File: config.mk
export PLATFORM = sky130hd
export DESIGN_NAME = wr_xfer_status_tracker
export DESIGN_NICKNAME = d
export VERILOG_FILES = /design/src/rtl/xfer_status_pkg.sv /design/src/rtl/xfer_ctrl.sv /design/src/rtl/xfer_accum.sv /design/src/rtl/status_pack.sv /design/src/rtl/wr_xfer_status_tracker.sv
export SDC_FILE = /design/constraint.sdc
export NUM_CORES = 1
export LEC_CHECK = 0
export BUFFER_PORTS_ARGS = -buffer_cell sky130_fd_sc_hd__buf_2
export CORE_ASPECT_RATIO = 1.1
export CORE_MARGIN = 5
export CORE_UTILIZATION = 45
export DETAILED_ROUTE_END_ITERATION = 10
export GPL_TIMING_DRIVEN = 1
export PLACE_DENSITY = 0.74
export RECOVER_POWER = 50
export SYNTH_ARGS = -nofsm -noshare
export SYNTH_HDL_FRONTEND = slang
export SYNTH_SLANG_ARGS = --single-unit
File: constraint.sdc
create_clock -name clk -period 6.5 [get_ports clk]
set_clock_uncertainty 0.15 [all_clocks]
set_input_delay 0.975 -clock clk [delete_from_list [all_inputs] [get_ports clk]]
set_output_delay 0.975 -clock clk [all_outputs]
set_load 0.1 [all_outputs]
File: src/rtl/xfer_status_pkg.sv
package xfer_status_pkg;
  localparam int STAT_W        = 256;
  localparam int BYTES_LSB     = 0;
  localparam int ERR_LSB       = 32;
  localparam int EARLY_BIT     = 40;
  localparam int DONE_MSK_BIT  = 41;
  localparam int ERR_MSK_LSB   = 42;
  localparam int EARLY_MSK_BIT = 50;
  localparam int BUF_FULL_BIT  = 51;
  localparam int USED_W        = 52;

  typedef enum logic [1:0] {
    TRK_IDLE  = 2'd0,
    TRK_ARMED = 2'd1,
    TRK_RUN   = 2'd2,
    TRK_HOLD  = 2'd3
  } trk_state_e;

  typedef struct packed {
    logic       done_msk;
    logic [7:0] err_msk;
    logic       early_msk;
  } irq_masks_t;
endpackage

File: src/rtl/xfer_ctrl.sv
module xfer_ctrl
  import xfer_status_pkg::*;
(
  input  logic       clk,
  input  logic       rst,
  input  logic       desc_start,
  input  logic       beat_valid,
  input  logic       beat_sop,
  input  logic       beat_eop,
  input  logic       over_len,
  input  logic       stat_ready,
  output logic       accept,
  output logic       count_en,
  output logic       finish,
  output logic       early_hit,
  output logic       pending
);
  trk_state_e state_q, state_d;

  always_comb begin
    accept    = desc_start && (state_q != TRK_HOLD);
    count_en  = beat_valid && !accept &&
                ((state_q == TRK_ARMED && beat_sop) || state_q == TRK_RUN);
    finish    = count_en && (beat_eop || over_len);
    early_hit = count_en && over_len && !beat_eop;
  end

  always_comb begin
    state_d = state_q;
    if (accept)
      state_d = TRK_ARMED;
    else if (finish)
      state_d = TRK_HOLD;
    else if (state_q == TRK_ARMED && count_en)
      state_d = TRK_RUN;
    else if (state_q == TRK_HOLD && stat_ready)
      state_d = TRK_IDLE;
  end

  always_ff @(posedge clk) begin
    if (rst) state_q <= TRK_IDLE;
    else     state_q <= state_d;
  end

  assign pending = (state_q == TRK_HOLD);


  start_blocked_chk: assert property (@(posedge clk) disable iff (rst)
    (pending && desc_start && !stat_ready) |=> pending);


  idle_no_count_chk: assert property (@(posedge clk) disable iff (rst)
    (state_q == TRK_IDLE) |-> !count_en);
endmodule

File: src/rtl/xfer_accum.sv
module xfer_accum #(
  parameter int LEN_W    = 32,
  parameter int ERR_W    = 8,
  parameter int CNT_IN_W = 4
) (
  input  logic                clk,
  input  logic                rst,
  input  logic                clear,
  input  logic                count_en,
  input  logic [CNT_IN_W-1:0] beat_bytes,
  input  logic [ERR_W-1:0]    beat_err,
  input  logic [LEN_W-1:0]    len_q,
  output logic [LEN_W-1:0]    sum_bytes,
  output logic [ERR_W-1:0]    sum_err,
  output logic                over_len
);
  localparam int WIDE_W = LEN_W + 1;

  logic [LEN_W-1:0]  cnt_q;
  logic [ERR_W-1:0]  err_q;
  logic [WIDE_W-1:0] cnt_wide;

  always_comb begin
    cnt_wide  = {1'b0, cnt_q} + {{(WIDE_W-CNT_IN_W){1'b0}}, beat_bytes};
    over_len  = cnt_wide > {1'b0, len_q};
    sum_bytes = cnt_wide[LEN_W] ? {LEN_W{1'b1}} : cnt_wide[LEN_W-1:0];
    sum_err   = err_q | beat_err;
  end

  always_ff @(posedge clk) begin
    if (rst || clear)  cnt_q <= '0;
    else if (count_en) cnt_q <= sum_bytes;
  end

  for (genvar g = 0; g < ERR_W; g++) begin : g_err_bit
    always_ff @(posedge clk) begin
      if (rst || clear)                  err_q[g] <= 1'b0;
      else if (count_en && beat_err[g])  err_q[g] <= 1'b1;
    end
  end


  err_sticky_chk: assert property (@(posedge clk) disable iff (rst)
    !clear |=> ((err_q & $past(err_q)) == $past(err_q)));


  cnt_grow_chk: assert property (@(posedge clk) disable iff (rst)
    (count_en && !clear) |=> (cnt_q >= $past(cnt_q)));
endmodule

File: src/rtl/status_pack.sv
module status_pack
  import xfer_status_pkg::*;
#(
  parameter int LEN_W = 32,
  parameter int ERR_W = 8
) (
  input  logic              clk,
  input  logic              rst,
  input  logic              finish,
  input  logic              early_hit,
  input  logic [LEN_W-1:0]  sum_bytes,
  input  logic [ERR_W-1:0]  sum_err,
  input  irq_masks_t        masks,
  input  logic              buf_full,
  output logic [STAT_W-1:0] stat_data
);
  logic [USED_W-1:0] word_q;
  logic [USED_W-1:0] word_d;

  always_comb begin
    word_d = '0;
    word_d[BYTES_LSB +: LEN_W]   = sum_bytes;
    word_d[ERR_LSB +: ERR_W]     = sum_err;
    word_d[EARLY_BIT]            = early_hit;
    word_d[DONE_MSK_BIT]         = masks.done_msk;
    word_d[ERR_MSK_LSB +: 8]     = masks.err_msk;
    word_d[EARLY_MSK_BIT]        = masks.early_msk;
    word_d[BUF_FULL_BIT]         = buf_full;
  end

  always_ff @(posedge clk) begin
    if (rst)         word_q <= '0;
    else if (finish) word_q <= word_d;
  end

  assign stat_data = {{(STAT_W-USED_W){1'b0}}, word_q};
endmodule

File: src/rtl/wr_xfer_status_tracker.sv
module wr_xfer_status_tracker
  import xfer_status_pkg::*;
#(
  parameter int LEN_W      = 32,
  parameter int ERR_W      = 8,
  parameter int BEAT_BYTES = 8,
  localparam int CNT_IN_W  = $clog2(BEAT_BYTES + 1)
) (
  input  logic                clk,
  input  logic                rst,
  input  logic                desc_start,
  input  logic [LEN_W-1:0]    desc_len,
  input  logic                desc_done_irq_mask,
  input  logic [7:0]          desc_err_irq_mask,
  input  logic                desc_early_irq_mask,
  input  logic                beat_valid,
  input  logic                beat_sop,
  input  logic                beat_eop,
  input  logic [CNT_IN_W-1:0] beat_bytes,
  input  logic [ERR_W-1:0]    beat_err,
  input  logic                buf_full,
  output logic                stat_valid,
  output logic [STAT_W-1:0]   stat_data,
  input  logic                stat_ready
);
  logic             accept, count_en, finish, early_hit, over_len;
  logic [LEN_W-1:0] len_q, sum_bytes;
  logic [ERR_W-1:0] sum_err;
  irq_masks_t       masks_q;

  always_ff @(posedge clk) begin
    if (rst) begin
      len_q   <= '0;
      masks_q <= '0;
    end else if (accept) begin
      len_q   <= desc_len;
      masks_q <= '{done_msk: desc_done_irq_mask,
                   err_msk: desc_err_irq_mask,
                   early_msk: desc_early_irq_mask};
    end
  end

  xfer_ctrl u_ctrl (
    .clk(clk), .rst(rst), .desc_start(desc_start),
    .beat_valid(beat_valid), .beat_sop(beat_sop), .beat_eop(beat_eop),
    .over_len(over_len), .stat_ready(stat_ready),
    .accept(accept), .count_en(count_en), .finish(finish),
    .early_hit(early_hit), .pending(stat_valid)
  );

  xfer_accum #(.LEN_W(LEN_W), .ERR_W(ERR_W), .CNT_IN_W(CNT_IN_W)) u_accum (
    .clk(clk), .rst(rst), .clear(accept), .count_en(count_en),
    .beat_bytes(beat_bytes), .beat_err(beat_err), .len_q(len_q),
    .sum_bytes(sum_bytes), .sum_err(sum_err), .over_len(over_len)
  );

  status_pack #(.LEN_W(LEN_W), .ERR_W(ERR_W)) u_pack (
    .clk(clk), .rst(rst), .finish(finish), .early_hit(early_hit),
    .sum_bytes(sum_bytes), .sum_err(sum_err), .masks(masks_q),
    .buf_full(buf_full), .stat_data(stat_data)
  );


  hold_stable_chk: assert property (@(posedge clk) disable iff (rst)
    (stat_valid && !stat_ready) |=> (stat_valid && $stable(stat_data)));


  early_count_chk: assert property (@(posedge clk) disable iff (rst)
    (stat_valid && stat_data[EARLY_BIT]) |-> (stat_data[BYTES_LSB +: LEN_W] > len_q));


  beat_in_hold_chk: assert property (@(posedge clk) disable iff (rst)
    stat_valid |-> !finish);
endmodule

==> out/metrics.cfg, run 1 <==
[cells_and_area]
layout_commonest_cell=conb_1
num_antenna_cells=0
fin_cells=1410
area_growth_pct=6.62
final_layout_size_suffix_gt1_share_pct=11.6
n_fill_cell=1906
multiInputGateArea_um2=4730
area.sequential_um2=2720
final_area_um2=9150
final_cell_mix=conb_1, nand2_1, dfxtp_1
nNetsFinal=1249

[yosys]
ys.flop_type=dfxtp_1
ys_ff_latch=136
yosysSeqAreaShare_pct=31.7
synth_area_um2=8580
synth.area.top_cells=dfxtp_1, buf_4, nand2_1, ha_1, mux2i_1
syn_inst=1066
synth_top_area_cell=dfxtp_1
syn_area_per_cell_um2=8.05
synth_edf_count=0
async_reset_ff_share_pct=0
synth_cell_types=58
yosysWarnings=0
yosysTopAreaCellShare_pct=31.7

[global_route]
grt_overflow=0
grtUsageTotal_pct=17.6
grt_first_pass_wirelength_um=31100
grt_max_degree=75
grt_pass1_vias=6276
antenna_found_initial=0

[routing]
routed_via_density=4.83
wirelength_um=20300
wl_per_cell_um=14.4
drtPass1Iterations=4
drc=0
final_antenna_net_count=0
drtIter0Drc=406
num_vias=6811

[cts]
cts_hold_buf=0
postCtsSetupBuffers=0
cts-resized-gates=0
cts_max_path_buffers=2
numCtsBuffers=17
insertion_delay_ns=0.42
tritoncts=done
htree_num_levels=4
root_buffer=clkbuf_16
clk_pin_slew_ns=0.06
clock_sinks=136

[sta]
fin_setup_tns_ns=0
rsz0062_at_grt=false
setup_violations=0
timing.final.crit_share_pct=77.7
slew_violations=75
clock.fmax_mhz=198
finalHoldViolCount=0
slew_headroom_pct=-118
worst_slew_pin_slew_ns=3.27
min_period_ns=5.05

[floorplanning]
core.rowCount=53
ios=319
die_w_um=142
die_h_um=155
fp.coreArea_um2=19000
die_area_um2=21900
start_util_pct=45.3

[flow_run]
maxCapViolations=1

[setup_path]
cp-end-kind=flop
cp_cell_sequence=buf_2 -> ha_1 -> o21a_1 -> a21oi_1 -> buf_4 -> or4_1 -> nor3_1 -> xor2_1 -> ha_1 -> a21oi_1 -> nand3_1 -> nor3_1 -> nand2_1 -> o32ai_4 -> buf_4 -> mux2_2
cp.required_ns=6.65
worstSetupEndpoint=u_pack.word_q[9]
startpoint=beat_bytes[3]
slowest_delay_ns=0.58
r2r_cells=13
startpoint_type=primary input
critPathMaxFanout=23
regToRegSetupSlack_ns=1.55
cp_slowest_cell=or4_1
path_class=primary input to flop
reg2reg_to=u_pack.word_q[9]
crit_arrival_ns=5.20
r2r-start=u_accum.cnt_q[7]

[placed_design]
placed_area_um2=8550
dp_hpwl_um=15000
port_buffers=114
place_inst=1378
gp_congestion=0.894

[status]
status=finished, violations left
violations=capacitance limit, slew limit

[worst_hold_path]
hold_path_class=flop to flop

[power_and_ir_drop]
p_leak_nw=4.19
finalPower_mw=2.60
ir_drop_mv=0.173
power_density_nw_per_um2=284

-- critical path, delay by kind of cell --
kind / cells / cell delay [ns]
buffers and inverters: 3 / 0.74
adders and majority gates: 2 / 0.65
and+or+nand+nor: 5 / 1.53
xor gates and xnor gates: 1 / 0.26
muxes: 1 / 0.39
AOI/OAI and AO/OA: 4 / 0.66
-- cell families (layout without fill, tap and decap cells) --
family,after synthesis,after routing,synth area share (%)
AND/OR/NAND/NOR,344,344,18.8
XOR/XNOR,20,20,2.04
other,1,204,0.0437
buffers and inverters,300,194,22.5
multiplexers,55,55,7.08
flip-flops,136,136,31.7
AO/OA/AOI/OAI,173,173,12.3
adder cells (fa/ha/maj),37,37,5.48
-- per-layer routing --
layer | GRT usage, % | up-vias | wire [um]
met2 | 29.8 | 269 | 9930
met3 | 4.67 | 34 | 1630
met5 | 0 | - | 0
met1 | 21.0 | 3128 | 8120
met4 | 7.72 | 0 | 635
li1 | - | 3380 | -
-- synth_stat cells (all sizes together) (2+ instances only) --
cell	instances
a211oi	16
a21o	3
a21oi	80
a311oi	11
and2	5
and3	4
and4	7
buf	221
clkbuf	41
dfxtp	136
ha	36
inv	38
mux2	13
mux2i	42
nand2	160
nand2b	6
nand3	15
nand3b	2
nand4	18
nor2	57
nor2b	13
nor3	29
nor4	12
o211ai	7
o21a	7
o21ai	31
o31a	8
or2	9
or3	2
or4	2
xnor2	7
xor2	13
-- metrics by stage --
step | setup slack, ns | hold slack [ns] | utilization (%)
floorplan | 1.85 | 0.282 | -
global placement | 1.12 | 0.289 | 45.1
detailed placement | 1.01 | 0.297 | 45.1
CTS | 1.45 | 0.304 | 48.6
global route | 1.18 | 0.319 | 48.3
finish | 1.45 | 0.303 | 48.3
-- worst min path at each step --
stage	startpoint	end	slack, ns	depth (start not counted)
3_3_place_gp	masks_q[5]	u_pack.word_q[46]	0.29	2
5_1_grt	masks_q[8]	u_pack.word_q[49]	0.32	2
2_1_floorplan	u_accum.err_q[0]	u_accum.err_q[0]	0.28	2
3_5_place_dp	len_q[4]	len_q[4]	0.30	2
4_1_cts	len_q[4]	len_q[4]	0.30	2
6_report	masks_q[8]	u_pack.word_q[49]	0.30	2
-- final cells by class --
| cell class | instances | share of cell area (%) |
|---|---|---|
| clock buffer | 20 | 4.88 |
| clock inverter | 12 | 2.43 |
| inverter | 38 | 1.56 |
| multi-input combinational | 833 | 51.7 |
| sequential | 136 | 29.8 |
| tap | 247 | 3.38 |
| timing repair buffer | 124 | 6.32 |
-- power breakdown --
group / internal, mW / total, mW / switching (mW)
logic: 0.0499 / 0.647 / 0.597
clock network: 0.729 / 1.09 / 0.359
registers: 0.851 / 0.861 / 0.00989
-- sequential cells by signal, indices dropped and copies added, names as in the netlist --
| name | flops |
|---|---|
| len_q | 32 |
| masks_q | 10 |
| u_accum.cnt_q | 32 |
| u_accum.err_q | 8 |
| u_ctrl.state_q | 2 |
| u_pack.word_q | 52 |
Note: power is estimated with default switching activity, not from simulation.
==> inputs of run 2 (changes only) <==
==> constraint.sdc (replaced) <==
create_clock -name clk -period 4.88 [get_ports clk]
set_clock_uncertainty 0.15 [all_clocks]
set_input_delay 0.732 -clock clk [delete_from_list [all_inputs] [get_ports clk]]
set_output_delay 0.732 -clock clk [all_outputs]
set_load 0.1 [all_outputs]
==> run 2 against run 1 <==
The flow still finishes with violations (capacitance limit, slew limit). Critical path depth did not move. Sequential power rose by 34%. Combinational power rose by 34%. Cell area rose by 1.9%. Sequential cell count did not move. Non-clock buffer count rose by 18. Register-to-register slack got worse by 1.1 ns. Cell count rose by 1.3%. Die area did not move. Clock power rose by 33%. First-iteration DRC count rose by 2.0%. Total power rose by 33%. Largest power group unchanged. Highest routed layer unchanged.
==> out/metrics.cfg, run 2 (synthesis gave the netlist of run 1 again) <==
[power_and_ir_drop]
ir_drop_mv=0.234  ; was 0.173 mV
finalPower_mw=3.46  ; was 2.60 mW
p_leak_nw=4.29  ; was 4.19 nW
power_density_nw_per_um2=371  ; was 284 nW/um^2

[cts]
clock_sinks=136  ; unchanged
tritoncts=done  ; unchanged
htree_num_levels=4  ; unchanged
postCtsSetupBuffers=0  ; unchanged
cts_max_path_buffers=2  ; unchanged
insertion_delay_ns=0.43  ; was 0.42 ns
clk_pin_slew_ns=0.05  ; was 0.06 ns
numCtsBuffers=17  ; unchanged
cts_hold_buf=0  ; unchanged
cts-resized-gates=0  ; unchanged
root_buffer=clkbuf_16  ; unchanged

[worst_hold_path]
whs_path_depth=2  ; unchanged
worstHoldStart=len_q[18]  ; was masks_q[8]
hold_path_class=flop to flop  ; unchanged

[sta]
rsz0062_at_grt=false  ; unchanged
finalHoldViolCount=0  ; unchanged
min_period_ns=4.41
slew_headroom_pct=-40.0  ; was -118%
fin_setup_tns_ns=0  ; unchanged
timing.final.crit_share_pct=90.3
setup_violations=0  ; unchanged
worst_slew_pin_slew_ns=2.10  ; was 3.27 ns
slew_violations=50  ; was 75
worst_slack_ns=0.474  ; was 1.45 ns
clock.fmax_mhz=227

[routing]
drtPass1Iterations=4  ; unchanged
wirelength_um=20700  ; was 20,300 um
drtIter0Drc=414  ; was 406
num_vias=6853  ; was 6,811
final_antenna_net_count=0  ; unchanged
wl_per_cell_um=14.5  ; was 14.4 um
drc=0  ; unchanged
routed_via_density=4.80  ; was 4.83

[flow_run]
maxCapViolations=1  ; unchanged

[cells_and_area]
area.sequential_um2=2720  ; unchanged
top_regs=u_pack.word_q x52, len_q x32, u_accum.cnt_q x32  ; unchanged
multiInputGateArea_um2=4730  ; unchanged
final_cell_mix=conb_1, nand2_1, dfxtp_1  ; unchanged
largest_register_ff_count=52  ; unchanged
largest-register=u_pack.word_q  ; unchanged
layout_commonest_cell=conb_1  ; unchanged
num_antenna_cells=0  ; unchanged
final_layout_size_suffix_gt1_share_pct=12.8  ; was 11.6%
n_fill_cell=1899  ; was 1,906
area_growth_pct=8.63  ; was 6.62%
nNetsFinal=1267  ; was 1,249
final_area_um2=9320  ; was 9150 um^2

[global_route]
grt_pass1_vias=6476  ; was 6,276
grtUsageTotal_pct=18.2  ; was 17.6%
grt_overflow=0  ; unchanged
antenna_found_initial=0  ; unchanged
grt_max_degree=75  ; unchanged
grt_first_pass_wirelength_um=32100  ; was 31,100 um

[setup_path]
cp_cell_sequence=buf_2 -> ha_1 -> fa_1 -> nand3_1 -> a21o_1 -> nor3_1 -> xor2_1 -> ha_1 -> a21oi_1 -> o21ai_0 -> a211oi_1 -> o22ai_1 -> o32ai_4 -> buf_4 -> buf_12 -> mux2i_1  ; was buf_2 -> ha_1 -> o21a_1 -> a21oi_1 -> buf_4 -> or4_1 -> nor3_1 -> xor2_1 -> ha_1 -> a21oi_1 -> nand3_1 -> nor3_1 -> nand2_1 -> o32ai_4 -> buf_4 -> mux2_2
slowest_delay_ns=0.48  ; was 0.58 ns
crit_arrival_ns=4.61  ; was 5.20 ns
r2r-start=u_accum.cnt_q[7]  ; unchanged
regToRegSetupSlack_ns=0.48  ; was 1.55 ns
path_common_cell=ha_1
cp.required_ns=5.08  ; was 6.65 ns
startpoint=beat_bytes[0]  ; was beat_bytes[3]
cp-end-kind=flop  ; unchanged
critPathMaxFanout=15  ; was 23
r2r_cells=14  ; was 13
path_class=primary input to flop  ; unchanged
startpoint_type=primary input  ; unchanged
cp_slowest_cell=a21o_1  ; was or4_1

[floorplanning]
start_util_pct=45.3  ; unchanged
die_area_um2=21900  ; unchanged
core.rowCount=53  ; unchanged
ios=319  ; unchanged
die_h_um=155  ; unchanged
fp.coreArea_um2=19000  ; unchanged
die_w_um=142  ; unchanged

[status]
status=finished, violations left  ; unchanged
violations=capacitance limit, slew limit  ; unchanged

[placed_design]
dp_hpwl_um=15500  ; was 15,000 um
gp_congestion=0.927  ; was 0.894
port_buffers=114  ; unchanged
placed_area_um2=8730  ; was 8550 um^2
pre_cts_ws_ns=0.0228  ; was 1.01 ns

## run 2: worst paths after layout
kind,endpoint
worst min-delay path,len_q[18]
worst max-delay path,u_pack.word_q[51]
worst min register to register,len_q[18]
worst max register to register,u_pack.word_q[51]
## run 2: metrics by stage
stage,hold slack [ns],cells,util [%]
after floorplan,0.282,1269,-
after global placement,0.289,1396,46.1
after detailed placement,0.298,1396,46.1
after CTS,0.306,1428,49.6
after global routing,0.318,1428,49.2
final,0.303,1428,49.2
## run 2: layout make-up
cell class | count | share of cell area [%]
Clock buffer | 21 | 5.05
Clock inverter | 11 | 2.07
Inverter | 38 | 1.53
Multi-Input combinational cell | 833 | 50.7
Sequential cell | 136 | 29.2
Tap cell | 247 | 3.31
Timing Repair Buffer | 142 | 8.12
## run 2: report_power, final
| group | switching [mW] | leakage [nW] | internal [mW] | total [mW] |
|---|---|---|---|---|
| Combinational | 0.798 | 2.87 | 0.0686 | 0.867 |
| Sequential | 0.0126 | 1.10 | 1.13 | 1.15 |
| Clock | 0.499 | 0.320 | 0.947 | 1.45 |
## run 2: critical path: cells and delay by family
kind,cells,cell delay [ns]
adder cells (fa/ha/maj),3,0.96
multiplexers,1,0.20
AO/OA/AOI/OAI,6,1.47
buffers and inverters,3,0.54
AND/OR/NAND/NOR,2,0.33
XOR/XNOR,1,0.36
## run 2: per-layer routing
layer	up-vias	routed length [um]	GRT usage, %
met3	32	1620	3.97
met4	0	532	8.00
met1	3134	8320	21.3
li1	3413	-	-
met2	274	10300	31.9
met5	-	0	0
